$ cat config.mk
export PLATFORM = sky130hd
export DESIGN_NAME = i2c_fifo_master
export DESIGN_NICKNAME = d
export VERILOG_FILES = /design/src/rtl/i2cm_pkg.sv /design/src/rtl/i2cm_byte_fifo.sv /design/src/rtl/i2cm_engine.sv /design/src/rtl/i2c_fifo_master.sv
export SDC_FILE = /design/constraint.sdc
export NUM_CORES = 1
export LEC_CHECK = 0
export BUFFER_PORTS_ARGS = -buffer_cell sky130_fd_sc_hd__buf_2
export CAP_MARGIN = 10
export CORE_AREA = 8 8 189 191
export DETAILED_ROUTE_END_ITERATION = 10
export DIE_AREA = 0 0 197 199
export GPL_ROUTABILITY_DRIVEN = 0
export PLACE_DENSITY = 0.66
export SLEW_MARGIN = 15
export SYNTH_ARGS = -nofsm -noshare
export SYNTH_HDL_FRONTEND = slang
export SYNTH_SLANG_ARGS = --single-unit
$ cat constraint.sdc
create_clock -name clk_i -period 7.5 [get_ports clk_i]
set_input_delay 1.5 -clock clk_i [delete_from_list [all_inputs] [get_ports clk_i]]
set_output_delay 1.5 -clock clk_i [all_outputs]
set_load 0.02 [all_outputs]
$ cat src/rtl/i2cm_pkg.sv
package i2cm_pkg;
  localparam int OFF_W = 5;
  localparam logic [OFF_W-1:0] OFF_CTRL  = 5'h00;
  localparam logic [OFF_W-1:0] OFF_TADDR = 5'h04;
  localparam logic [OFF_W-1:0] OFF_COUNT = 5'h08;
  localparam logic [OFF_W-1:0] OFF_RXD   = 5'h0C;
  localparam logic [OFF_W-1:0] OFF_TXD   = 5'h10;
  localparam logic [OFF_W-1:0] OFF_STAT  = 5'h14;
  localparam logic [OFF_W-1:0] OFF_FLUSH = 5'h18;

  typedef enum logic [2:0] {
    ST_IDLE, ST_START, ST_ABIT, ST_AACK, ST_DBIT, ST_DACK, ST_STOP, ST_RSET
  } eng_state_e;
endpackage

$ cat src/rtl/i2cm_byte_fifo.sv
module i2cm_byte_fifo #(
  parameter int DW    = 8,
  parameter int DEPTH = 16,
  localparam int AW   = $clog2(DEPTH),
  localparam int LW   = AW + 1
) (
  input  logic          clk_i,
  input  logic          rst_ni,
  input  logic          flush_i,
  input  logic          push_i,
  input  logic [DW-1:0] wdata_i,
  input  logic          pop_i,
  output logic [DW-1:0] rdata_o,
  output logic [LW-1:0] level_o,
  output logic          empty_o,
  output logic          full_o
);
  logic [DW-1:0] mem_q [DEPTH];
  logic [AW-1:0] wp_q, rp_q;
  logic [LW-1:0] cnt_q;
  logic do_push, do_pop;

  assign empty_o = (cnt_q == '0);
  assign full_o  = (cnt_q == LW'(DEPTH));
  assign do_push = push_i && !full_o;
  assign do_pop  = pop_i && !empty_o;
  assign rdata_o = mem_q[rp_q];
  assign level_o = cnt_q;

  always_ff @(posedge clk_i) begin
    if (do_push) mem_q[wp_q] <= wdata_i;
  end

  always_ff @(posedge clk_i or negedge rst_ni) begin
    if (!rst_ni) begin
      wp_q  <= '0;
      rp_q  <= '0;
      cnt_q <= '0;
    end else if (flush_i) begin
      wp_q  <= '0;
      rp_q  <= '0;
      cnt_q <= '0;
    end else begin
      if (do_push) wp_q <= wp_q + 1'b1;
      if (do_pop)  rp_q <= rp_q + 1'b1;
      case ({do_push, do_pop})
        2'b10:   cnt_q <= cnt_q + 1'b1;
        2'b01:   cnt_q <= cnt_q - 1'b1;
        default: cnt_q <= cnt_q;
      endcase
    end
  end
endmodule

$ cat src/rtl/i2cm_engine.sv
module i2cm_engine
  import i2cm_pkg::*;
#(
  parameter int CNT_W = 16
) (
  input  logic             clk_i,
  input  logic             rst_ni,
  input  logic             tick_i,
  input  logic             go_i,
  input  logic             rd_i,
  input  logic             hold_bus_i,
  input  logic [6:0]       addr_i,
  input  logic [CNT_W-1:0] count_i,
  input  logic [7:0]       tx_data_i,
  input  logic             tx_avail_i,
  output logic             tx_pop_o,
  output logic [7:0]       rx_data_o,
  output logic             rx_push_o,
  input  logic             rx_space_i,
  input  logic             sda_i,
  output logic             busy_o,
  output logic             done_o,
  output logic             nack_o,
  output logic             scl_low_o,
  output logic             sda_low_o
);
  eng_state_e       state_q;
  logic [1:0]       q_q;
  logic [2:0]       bitn_q;
  logic [7:0]       sh_q;
  logic [CNT_W-1:0] remain_q;
  logic             rd_q, hold_q;
  logic             in_ack, ack_ok, more, stall, step, adv;
  logic             scl_nx, sda_nx, keep_sda;

  assign in_ack = (state_q == ST_AACK) || (state_q == ST_DACK);
  // a read DACK sees the engine's own drive; only target ACKs count
  assign ack_ok = !((state_q == ST_AACK || !rd_q) && sda_i);
  assign more   = (remain_q != '0);

  always_comb begin
    stall = 1'b0;
    if (q_q == 2'd3) begin
      if (in_ack && !rd_q && ack_ok && more && !tx_avail_i) stall = 1'b1;
      if (state_q == ST_DBIT && rd_q && bitn_q == 3'd0 && !rx_space_i) stall = 1'b1;
    end
  end

  assign step = tick_i && !stall && (state_q != ST_IDLE);
  assign adv  = step && (q_q == 2'd3);

  assign tx_pop_o  = adv && in_ack && !rd_q && ack_ok && more;
  assign rx_push_o = adv && (state_q == ST_DBIT) && rd_q && (bitn_q == 3'd0);
  assign rx_data_o = {sh_q[6:0], sda_i};
  assign done_o    = adv && (state_q == ST_STOP || state_q == ST_RSET);
  assign nack_o    = adv && in_ack && !ack_ok;
  assign busy_o    = (state_q != ST_IDLE);

  always_ff @(posedge clk_i or negedge rst_ni) begin
    if (!rst_ni) begin
      state_q  <= ST_IDLE;
      q_q      <= '0;
      bitn_q   <= '0;
      sh_q     <= '0;
      remain_q <= '0;
      rd_q     <= 1'b0;
      hold_q   <= 1'b0;
    end else if (state_q == ST_IDLE) begin
      if (go_i) begin
        state_q  <= ST_START;
        q_q      <= '0;
        rd_q     <= rd_i;
        hold_q   <= hold_bus_i;
        remain_q <= count_i;
        sh_q     <= {addr_i, rd_i};
      end
    end else begin
      if (step) q_q <= q_q + 2'd1;
      if (adv) begin
        unique case (state_q)
          ST_START: begin
            state_q <= ST_ABIT;
            bitn_q  <= 3'd7;
          end
          ST_ABIT: begin
            sh_q <= {sh_q[6:0], 1'b0};
            if (bitn_q == 3'd0) state_q <= ST_AACK;
            else bitn_q <= bitn_q - 3'd1;
          end
          ST_AACK, ST_DACK: begin
            if (!ack_ok)      state_q <= ST_STOP;
            else if (!more)   state_q <= hold_q ? ST_RSET : ST_STOP;
            else begin
              state_q <= ST_DBIT;
              bitn_q  <= 3'd7;
              if (!rd_q) sh_q <= tx_data_i;
            end
          end
          ST_DBIT: begin
            sh_q <= rd_q ? {sh_q[6:0], sda_i} : {sh_q[6:0], 1'b0};
            if (bitn_q == 3'd0) begin
              state_q  <= ST_DACK;
              remain_q <= remain_q - 1'b1;
            end else begin
              bitn_q <= bitn_q - 3'd1;
            end
          end
          default: state_q <= ST_IDLE;
        endcase
      end
    end
  end

  // line drive per quarter phase; SCL low during q0/q1 of each bit slot
  always_comb begin
    scl_nx = !q_q[1];
    sda_nx = 1'b0;
    unique case (state_q)
      ST_IDLE:  scl_nx = 1'b0;
      ST_START: begin scl_nx = 1'b0; sda_nx = q_q[1]; end
      ST_ABIT:  sda_nx = !sh_q[7];
      ST_DBIT:  sda_nx = !rd_q && !sh_q[7];
      ST_AACK:  sda_nx = 1'b0;
      ST_DACK:  sda_nx = rd_q && more;
      ST_STOP:  sda_nx = (q_q != 2'd3);
      ST_RSET:  sda_nx = 1'b0;
      default:  sda_nx = 1'b0;
    endcase
  end

  // SDA only moves once SCL is already low
  assign keep_sda = (state_q != ST_IDLE) && (state_q != ST_START) && (q_q == 2'd0);

  always_ff @(posedge clk_i or negedge rst_ni) begin
    if (!rst_ni) begin
      scl_low_o <= 1'b0;
      sda_low_o <= 1'b0;
    end else begin
      scl_low_o <= scl_nx;
      if (!keep_sda) sda_low_o <= sda_nx;
    end
  end
endmodule

$ cat src/rtl/i2c_fifo_master.sv
module i2c_fifo_master
  import i2cm_pkg::*;
#(
  parameter int FIFO_DEPTH = 16,
  parameter int CNT_W      = 16,
  parameter int ADDR_W     = OFF_W,
  localparam int LVL_W     = $clog2(FIFO_DEPTH) + 1
) (
  input  logic              clk_i,
  input  logic              rst_ni,
  input  logic              reg_we_i,
  input  logic              reg_re_i,
  input  logic [ADDR_W-1:0] reg_addr_i,
  input  logic [31:0]       reg_wdata_i,
  output logic [31:0]       reg_rdata_o,
  input  logic              tick_i,
  input  logic              scl_i,
  input  logic              sda_i,
  output logic              scl_oe_o,
  output logic              sda_oe_o,
  output logic              irq_o
);
  logic             start_q, int_en_q, blk_en_q, dir_q, ae_ie_q, af_ie_q, hold_q;
  logic [3:0]       ae_lvl_q, af_lvl_q;
  logic [6:0]       taddr_q;
  logic [CNT_W-1:0] count_q;
  logic             int_pend_q, nack_q;

  logic             wr_ctrl, wr_stat, start_go, flush;
  logic             tx_push, tx_pop, tx_empty, tx_full;
  logic             rx_push, rx_pop, rx_empty, rx_full;
  logic [7:0]       tx_head, rx_head, rx_byte;
  logic [LVL_W-1:0] tx_level, rx_level;
  logic             eng_busy, eng_done, eng_nack;
  logic             ae_hit, af_hit;

  assign wr_ctrl  = reg_we_i && (reg_addr_i == OFF_CTRL);
  assign wr_stat  = reg_we_i && (reg_addr_i == OFF_STAT);
  assign start_go = wr_ctrl && reg_wdata_i[0] && reg_wdata_i[2] && !eng_busy;
  assign flush    = reg_we_i && (reg_addr_i == OFF_FLUSH) && reg_wdata_i[0];
  assign tx_push  = reg_we_i && (reg_addr_i == OFF_TXD);
  assign rx_pop   = reg_re_i && (reg_addr_i == OFF_RXD);

  always_ff @(posedge clk_i or negedge rst_ni) begin
    if (!rst_ni) begin
      start_q  <= 1'b0;
      int_en_q <= 1'b0;
      blk_en_q <= 1'b0;
      dir_q    <= 1'b0;
      ae_ie_q  <= 1'b0;
      af_ie_q  <= 1'b0;
      hold_q   <= 1'b0;
      ae_lvl_q <= '0;
      af_lvl_q <= '0;
      taddr_q  <= '0;
      count_q  <= '0;
    end else begin
      if (wr_ctrl) begin
        start_q  <= reg_wdata_i[0];
        int_en_q <= reg_wdata_i[1];
        blk_en_q <= reg_wdata_i[2];
        dir_q    <= reg_wdata_i[3];
        ae_ie_q  <= reg_wdata_i[9];
        af_ie_q  <= reg_wdata_i[10];
        ae_lvl_q <= reg_wdata_i[15:12];
        af_lvl_q <= reg_wdata_i[19:16];
        hold_q   <= reg_wdata_i[20];
      end
      if (reg_we_i && reg_addr_i == OFF_TADDR) taddr_q <= reg_wdata_i[7:1];
      if (reg_we_i && reg_addr_i == OFF_COUNT) count_q <= reg_wdata_i[CNT_W-1:0];
    end
  end

  // event set wins over a same-cycle software clear
  always_ff @(posedge clk_i or negedge rst_ni) begin
    if (!rst_ni) begin
      int_pend_q <= 1'b0;
      nack_q     <= 1'b0;
    end else begin
      if (eng_done)     int_pend_q <= 1'b1;
      else if (wr_stat) int_pend_q <= int_pend_q & reg_wdata_i[2];
      if (eng_nack)     nack_q <= 1'b1;
      else if (wr_stat) nack_q <= nack_q & reg_wdata_i[1];
    end
  end

  i2cm_byte_fifo #(.DW(8), .DEPTH(FIFO_DEPTH)) u_tx_fifo (
    .clk_i, .rst_ni, .flush_i(flush),
    .push_i(tx_push), .wdata_i(reg_wdata_i[7:0]),
    .pop_i(tx_pop), .rdata_o(tx_head),
    .level_o(tx_level), .empty_o(tx_empty), .full_o(tx_full)
  );

  i2cm_byte_fifo #(.DW(8), .DEPTH(FIFO_DEPTH)) u_rx_fifo (
    .clk_i, .rst_ni, .flush_i(flush),
    .push_i(rx_push), .wdata_i(rx_byte),
    .pop_i(rx_pop), .rdata_o(rx_head),
    .level_o(rx_level), .empty_o(rx_empty), .full_o(rx_full)
  );

  i2cm_engine #(.CNT_W(CNT_W)) u_engine (
    .clk_i, .rst_ni, .tick_i,
    .go_i(start_go), .rd_i(reg_wdata_i[3]), .hold_bus_i(reg_wdata_i[20]),
    .addr_i(taddr_q), .count_i(count_q),
    .tx_data_i(tx_head), .tx_avail_i(!tx_empty), .tx_pop_o(tx_pop),
    .rx_data_o(rx_byte), .rx_push_o(rx_push), .rx_space_i(!rx_full),
    .sda_i,
    .busy_o(eng_busy), .done_o(eng_done), .nack_o(eng_nack),
    .scl_low_o(scl_oe_o), .sda_low_o(sda_oe_o)
  );

  assign ae_hit = ae_ie_q && eng_busy && !dir_q && (tx_level <= LVL_W'(ae_lvl_q));
  assign af_hit = af_ie_q && (af_lvl_q != '0) && (rx_level >= LVL_W'(af_lvl_q));
  assign irq_o  = int_en_q && (int_pend_q || ae_hit || af_hit);

  always_comb begin
    reg_rdata_o = '0;
    unique case (reg_addr_i)
      OFF_CTRL: begin
        reg_rdata_o[0]     = start_q;
        reg_rdata_o[1]     = int_en_q;
        reg_rdata_o[2]     = blk_en_q;
        reg_rdata_o[3]     = dir_q;
        reg_rdata_o[9]     = ae_ie_q;
        reg_rdata_o[10]    = af_ie_q;
        reg_rdata_o[15:12] = ae_lvl_q;
        reg_rdata_o[19:16] = af_lvl_q;
        reg_rdata_o[20]    = hold_q;
      end
      OFF_TADDR: reg_rdata_o[7:0] = {taddr_q, 1'b0};
      OFF_COUNT: reg_rdata_o[CNT_W-1:0] = count_q;
      OFF_RXD:   reg_rdata_o[7:0] = rx_empty ? 8'h00 : rx_head;
      OFF_STAT: begin
        reg_rdata_o[0]  = eng_busy;
        reg_rdata_o[1]  = nack_q;
        reg_rdata_o[2]  = int_pend_q;
        reg_rdata_o[3]  = tx_empty;
        reg_rdata_o[4]  = rx_full;
        reg_rdata_o[20] = scl_i;
        reg_rdata_o[21] = sda_i;
      end
      default: reg_rdata_o = '0;
    endcase
  end
endmodule

==> results of run 1 <==
## synth_stat cells, types with 8 or more instances
cell / instances
edfxtp_1: 256
dfrtp_1: 102
mux4_2: 72
nor2_1: 61
mux2_2: 56
nand2_1: 56
clkbuf_1: 39
inv_1: 37
a21oi_1: 33
o21ai_0: 31
ha_1: 28
nor3_1: 23
a22oi_1: 21
and2_1: 15
nor4_1: 14
nand3_1: 13
buf_1: 12
xnor2_1: 12
and3_1: 10
buf_4: 10
mux2i_1: 10
a22o_1: 9
a31oi_1: 9
nand4_1: 9
o31ai_1: 9
xor2_1: 9
mux2_4: 8
## area by class of cell
type                       count  area share
inverter                      37     0.00768
sequential                   358       0.566
timing repair buffer          81      0.0259
multi-input combinational    603       0.299
clock inverter                18      0.0138
tap                          448      0.0310
clock buffer                  48      0.0564
## final timing paths
check	from	end	slack (ps)	cells past startpoint
setup / recovery	reg_addr_i[1]	reg_rdata_o[0]	2290	6
hold / removal	u_engine.q_q[1]	u_engine.scl_low_o	510	1
setup reg to reg	u_engine.state_q[2]	u_rx_fifo.level_o[4]	2730	10
hold reg to reg	u_engine.q_q[1]	u_engine.scl_low_o	510	1
max in group asynchronous	rst_ni	u_rx_fifo.rp_q[0]	5250	2
min in group asynchronous	rst_ni	u_engine.remain_q[15]	980	1
## sequential cells by signal, indices dropped and copies added (netlist names), 2 cells and up
name and count:
u_rx_fifo.mem_q 128, u_engine.remain_q 16, taddr_q 7, u_tx_fifo.level_o 5, u_tx_fifo.mem_q 128, u_tx_fifo.rp_q 4
u_engine.state_q 3, count_q 16, u_engine.q_q 2, u_rx_fifo.rp_q 4, u_rx_fifo.wp_q 4, u_rx_fifo.level_o 5
u_engine.sh_q 8, ae_lvl_q 4, u_tx_fifo.wp_q 4, u_engine.bitn_q 3, af_lvl_q 4
## layout by cell type (no fill, tap or decap), types with 6 or more instances in the layout
| cell | count |
|---|---|
| edfxtp_1 | 256 |
| dfrtp_1 | 100 |
| mux4_2 | 72 |
| nor2_1 | 60 |
| nand2_1 | 56 |
| mux2_2 | 56 |
| buf_2 | 56 |
| clkbuf_16 | 39 |
| inv_1 | 37 |
| a21oi_1 | 32 |
| o21ai_0 | 31 |
| ha_1 | 28 |
| buf_4 | 25 |
| nor3_1 | 22 |
| a22oi_1 | 21 |
| and2_1 | 15 |
| nor4_1 | 14 |
| nand3_1 | 13 |
| xnor2_1 | 12 |
| and3_1 | 10 |
| mux2i_1 | 10 |
| conb_1 | 10 |
| a22o_1 | 9 |
| xor2_1 | 9 |
| nand4_1 | 9 |
| o31ai_1 | 9 |
| a31oi_1 | 9 |
| mux2_4 | 8 |
| clkbuf_1 | 8 |
| nor2b_1 | 7 |
| or3_1 | 6 |
| bufinv_16 | 6 |
## layer usage
metal	GRT usage	vias to the layer above	wire length [µm]
met5	0	-	0
met4	0.0426	0	692
met3	0.0281	47	1810
met2	0.280	245	16600
met1	0.265	4811	16100
li1	-	4214	-
## worst reg2reg max path, delay by kind of cell, from the launching register on
| family | cells | cell delay (ps) |
|---|---|---|
| flip-flops | 1 | 740 |
| adder cells (fa/ha/maj) | 1 | 370 |
| AND/OR/NAND/NOR | 3 | 1620 |
| AO/OA/AOI/OAI | 3 | 1310 |
| XOR/XNOR | 1 | 140 |
| multiplexers | 1 | 240 |
| buffers and inverters | 1 | 210 |
## cell families after synthesis
| group | Yosys count |
|---|---|
| simple gates | 240 |
| compound gates | 157 |
| other cells | 1 |
| xor+xnor | 21 |
| fa+ha+maj | 29 |
| mux | 146 |
| buf+inv | 102 |
| flops | 358 |
## power by group through the flow
stage                     sequential, µW  combinational [µW]  clock, µW
after global routing                2550                1230       2030
after CTS                           2520                1110       1950
final                               2520                1110       1920
after global placement              2550                1070          0
after floorplan                     2450                 878          0
after detailed placement            2550                1100          0
## through the flow
stage	hold slack [ps]	total power, µW	instance area [µm²]	util	cells
6_report	509	5550	18100	0.550	1593
5_1_grt	533	5810	18100	0.550	1593
4_1_cts	503	5570	18100	0.550	1593
3_5_place_dp	495	3650	16800	0.511	1527
3_3_place_gp	488	3620	16800	0.511	1527
2_1_floorplan	452	3330	16100	-	1063
==> flow_summary.yaml, run 1 <==
routing:
  drc_errors: 0
  routed_wirelength_um: 35200
  first_iter_violations: 755
  ant_nets: 0
  dr.pass1.iters: 5
  viasPerCell: 5.85
  dr_total_vias: 9317
  wire_per_inst_um: 22.1
floorplan:
  initial_core_util: 0.488
  fp.dieH_um: 199
  die_x_um: 197
  ios: 79
  dieArea_um2: 39200
  row_count: 67
  core_um2: 32900
timing:
  finalHoldViolations: 0
  setup_slack_ps: 2290
  finalSetupViolations: 0
  worst_slew_pin_slew_ps: 1210
  max_slew_margin: 0.190
  rsz0062_at_grt: "no"
  slew_viol_final: 0
  fin_tns_setup_ps: 0
  layout_min_cycle_time_ps: 5210
  fin_worst_skew_ps: 12.3
  max_freq_mhz: 192
  min_period_over_period: 0.695
pwr:
  power_density_nw_per_um2: 307
  ir_worst_vdd_mv: 0.203
  leakagePower_uw: 0.00669
  clkPwrFrac: 0.345
  switching_share: 0.292
  pwr-share-seq: 0.455
  power_frac_comb: 0.200
  net-switching-power_uw: 1620
  intPower_uw: 3930
clock_tree:
  ctsRootBufferMaster: "clkbuf_16"
  clk_pin_slew_ps: 60
  cts_tree: "yes"
  ctsHoldBuffers: 0
  cts_htree_levels: 2
  numCtsBuffers: 38
  cts.sinks: 358
  post-cts-setup-buffers: 0
  clk_path_buf_depth: 3
  ctsResizeCount: 0
  clock_latency_ps: 520
yosys:
  ys_types: 72
  netlist.top_cell.by_area: "edfxtp_1"
  synth-async-reset-ratio: 0.285
  muxShareOfSynthArea: 0.154
  synth-edff-count: 256
  synth_compound_area_frac: 0.0675
  yosysSeqAreaShare: 0.639
  synth_fa_ha_area_frac: 0.0231
  synth.top_cell.area_share: 0.480
  synth_flop_cell: "edfxtp_1"
  synth_xor_area_frac: 0.0115
  syn-instance-count: 1054
  synthSimpleGateAreaFrac: 0.0773
  ys_seq_elements: 358
  synth_top_family_by_area: "multiplexers"
  ys_warn_count: 0
  synth_area_um2: 16000
  synth_area_per_cell_um2: 15.2
  synthTopCellsByArea: "edfxtp_1 48%, dfrtp_1 16%, mux4_2 10%"
place:
  dp_slack_ps: 2220
  hpwl_um: 23900
  portBuffers: 57
critical_path:
  cp_top_family: "simple AND/OR/NAND/NOR gates"
  crit_chain: "buf_2 -> or3_1 -> nor3b_2 -> a222oi_1 -> nand2_1 -> buf_2"
  endpoint_kind: "primary output"
  worst-path-buf-inv: 2
  critPathKind: "in2out"
  slowest_delay_ps: 890
  crit_slowest_cell: "nor3b_2"
  cpMostUsedCell: "buf_2"
  cp_data_arrival_time_ps: 3710
  worstPathRequired_ps: 6000
  crit_path_max_fanout: 16
  worstSetupStartpointType: "primary input"
finish:
  synthToLayoutAreaGrowth_pct: 12.8
  final_nets: 1192
  seqCellArea_um2: 10200
  num_antenna_cells: 0
  drive_gt1_frac: 0.253
  nFillCells: 2678
  multi_input_area_um2: 5400
job:
  drv_cap: 0
worst_hold_path:
  min_path_type: "reg2reg"
global_route:
  grt_start_max_net_pins: 60
  grt_pass1_vias: 9281
  grt_first_pass_wirelength_um: 54700
  grt-ovfl-total: 0
  grt_usage: 0.180
  antenna_found_initial: 0
outcome:
  status: "complete, no violations"
(Power assumes the default switching activity.)
==> run 2: changes to the inputs <==
--- a/config.mk
+++ b/config.mk
@@ -5,13 +5,14 @@
 export SDC_FILE = /design/constraint.sdc
 export NUM_CORES = 1
 export LEC_CHECK = 0
+export ABC_AREA = 1
 export BUFFER_PORTS_ARGS = -buffer_cell sky130_fd_sc_hd__buf_2
 export CAP_MARGIN = 10
 export CORE_AREA = 8 8 189 191
 export DETAILED_ROUTE_END_ITERATION = 10
 export DIE_AREA = 0 0 197 199
 export GPL_ROUTABILITY_DRIVEN = 0
-export PLACE_DENSITY = 0.66
+export PLACE_DENSITY = 0.69
 export SLEW_MARGIN = 15
 export SYNTH_ARGS = -nofsm -noshare
 export SYNTH_HDL_FRONTEND = slang
==> constraint.sdc (replaced) <==
create_clock -name clk_i -period 4.4 [get_ports clk_i]
set_input_delay 0.88 -clock clk_i [delete_from_list [all_inputs] [get_ports clk_i]]
set_output_delay 0.88 -clock clk_i [all_outputs]
set_load 0.02 [all_outputs]
==> run 2 against run 1 <==
Compared with the run above:
- total power rose by 89%
- die area did not move
- global-route usage rose by 2.0 points
- synthesized cell count rose by 45%
- clock-buffer cell count fell by 2
- sequential share of layout area rose by 0.49 points
- clock skew rose by 1.8 ps
- critical path depth rose by 3
- sequential power rose by 81%
- cell area fell by 0.86%
- worst setup slack got worse by 1700 ps
==> flow_summary.yaml, run 2 <==
critical_path:
  worstPathRequired_ps: 3520
  crit_path_max_fanout: 48
  r2r_setup_slack_ps: 1000
  worstSetupStartpointType: "flip-flop"
  critPathKind: "reg2out"
  endpoint_kind: "primary output"
  cp_data_arrival_time_ps: 2900
yosys:
  synth-edff-count: 256
  ys_warn_count: 0
  synth_area_per_cell_um2: 10.5
  synth_flop_cell: "edfxtp_1"
  ys_seq_elements: 358
  synthTopCellsByCount: "256 x edfxtp_1, 227 x nor2_1, 223 x nand2_1"
  synth.most_common_cell: "edfxtp_1"
  synth_area_um2: 16100
  netlist.top_cell.by_area: "edfxtp_1"
  syn-instance-count: 1532
  ys_types: 53
  synth-async-reset-ratio: 0.285
  synthTopCellsByArea: "edfxtp_1 48%, dfrtp_1 16%, o21ai_0 6.0%"
  yosysSeqAreaShare: 0.635
  synth.top_cell.area_share: 0.477
outcome:
  status: "complete, no violations"
floorplan:
  initial_core_util: 0.491
  die_x_um: 197
  ios: 79
  fp.dieH_um: 199
  core_um2: 32900
  row_count: 67
  dieArea_um2: 39200
global_route:
  antenna_found_initial: 0
  grt-ovfl-total: 0
  grt_use_met1: 0.277
  grt_util_met3: 0.0276
  grt_pass1_vias: 11000
  grt_usage: 0.200
  grt_first_pass_wirelength_um: 61200
  grt_start_max_net_pins: 67
  top_usage_layer: "met2"
  grt_use_met2: 0.326
timing:
  finalHoldViolations: 0
  min_period_over_period: 0.860
  slew_viol_final: 0
  max_slew_margin: 0.334
  fin_worst_skew_ps: 14.2
  max_freq_mhz: 264
  rsz0062_at_grt: "no"
  setup_slack_ps: 617
  layout_min_cycle_time_ps: 3780
  finalSetupViolations: 0
  worst_slew_pin_slew_ps: 998
  fin_tns_setup_ps: 0
finish:
  num_antenna_cells: 0
  nFillCells: 2867
  final_nets: 1649
  drive_gt1_frac: 0.107
  final_common_cell: "edfxtp_1"
  stdcell_count: 2050
  reg_top3: "u_rx_fifo.mem_q (128), u_tx_fifo.mem_q (128)"
  final_util: 0.546
  synthToLayoutAreaGrowth_pct: 11.2
  design_area_um2: 17900
  most-common-layout-cells: "256 x edfxtp_1, 227 x nor2_1, 223 x nand2_1"
routing:
  dr.pass1.iters: 5
  dr_total_vias: 11400
  routed_wirelength_um: 39300
  ant_nets: 0
  viasPerCell: 5.56
  drc_errors: 0
  first_iter_violations: 911
  wire_per_inst_um: 19.2
clock_tree:
  numCtsBuffers: 37
  clock_latency_ps: 520
  ctsRootBufferMaster: "clkbuf_16"
  cts.sinks: 358
  ctsResizeCount: 0
  post-cts-setup-buffers: 0
  cts_htree_levels: 2
  ctsHoldBuffers: 0
  clk_path_buf_depth: 3
  cts_tree: "yes"
  clk_pin_slew_ps: 60
pwr:
  leakagePower_uw: 0.00704
  ir_worst_vdd_mv: 0.459
  power_density_nw_per_um2: 584
place:
  hpwl_um: 26000
  dp_slack_ps: 851
  portBuffers: 57
  dpl_cell_area_um2: 16800
  numPlacedInstances: 1985
worst_hold_path:
  min_path_type: "in2async"
job:
  drv_cap: 0
## run 2: changes by cell type after synthesis, sizes merged, moves of 29 or more
cell   before  now
o21ai      33  206
nand2      56  232
mux4       72    0
mux2       64    2
nor2       61  236
o22ai       3   32
a21oi      34   63
inv        37  129
## run 2: per-layer routing
layer	routed length (µm)	vias to the layer above
met1	17300	5522
li1	-	5443
met2	18600	373
met5	0	-
met3	2460	70
met4	995	0
## run 2: kinds of logic after synthesis
| logic type | after synthesis | synth area share |
|---|---|---|
| XOR/XNOR | 15 | 0.00815 |
| other | 1 | 0.000233 |
| AO/OA/AOI/OAI | 392 | 0.143 |
| flip-flops | 358 | 0.635 |
| multiplexers | 2 | 0.00140 |
| AND/OR/NAND/NOR | 527 | 0.137 |
| buffers and inverters | 208 | 0.0516 |
| adder cells (fa/ha/maj) | 29 | 0.0230 |
## run 2: final timing paths
kind | startpoint | end | depth (start not counted)
worst max register to register | u_engine.remain_q[0] | u_rx_fifo.level_o[4] | 18
max in group asynchronous | rst_ni | count_q[5] | 2
worst min register to register | start_q | start_q | 2
worst max-delay path | u_rx_fifo.rp_q[0] | reg_rdata_o[7] | 9
min in group clk_i | start_q | start_q | 2
worst min-delay path | rst_ni | u_engine.remain_q[8] | 1
## run 2: worst max-delay path, stage by stage (launching register included)
cell,delay (ps)
dfrtp_2,400
inv_1,460
buf_12,300
o21ai_0,130
o22ai_1,140
nor2_1,100
a31oi_1,280
o211ai_1,180
o211ai_1,170
buf_2,210
## run 2: stage by stage
stage          hold slack (ps)  power [µW]
2_1_floorplan              445        6600
3_3_place_gp               467        7520
3_5_place_dp               473        7610
4_1_cts                    465       10500
5_1_grt                    514       11100
6_report                   459       10500
## run 2: final cells by class
class | count | area (µm²) | share of cell area
Inverter | 129 | 484 | 0.0270
Sequential cell | 358 | 10200 | 0.571
Multi-Input combinational cell | 975 | 5080 | 0.284
Timing Repair Buffer | 75 | 448 | 0.0250
Clock inverter | 19 | 95.1 | 0.00530
Tap cell | 448 | 561 | 0.0313
Clock buffer | 46 | 1010 | 0.0565
## run 2: power breakdown
part / internal (µW) / total [µW] / switching, µW
Sequential: 4040 / 4570 / 533
Clock: 1630 / 2890 / 1260
Combinational: 988 / 3000 / 2020
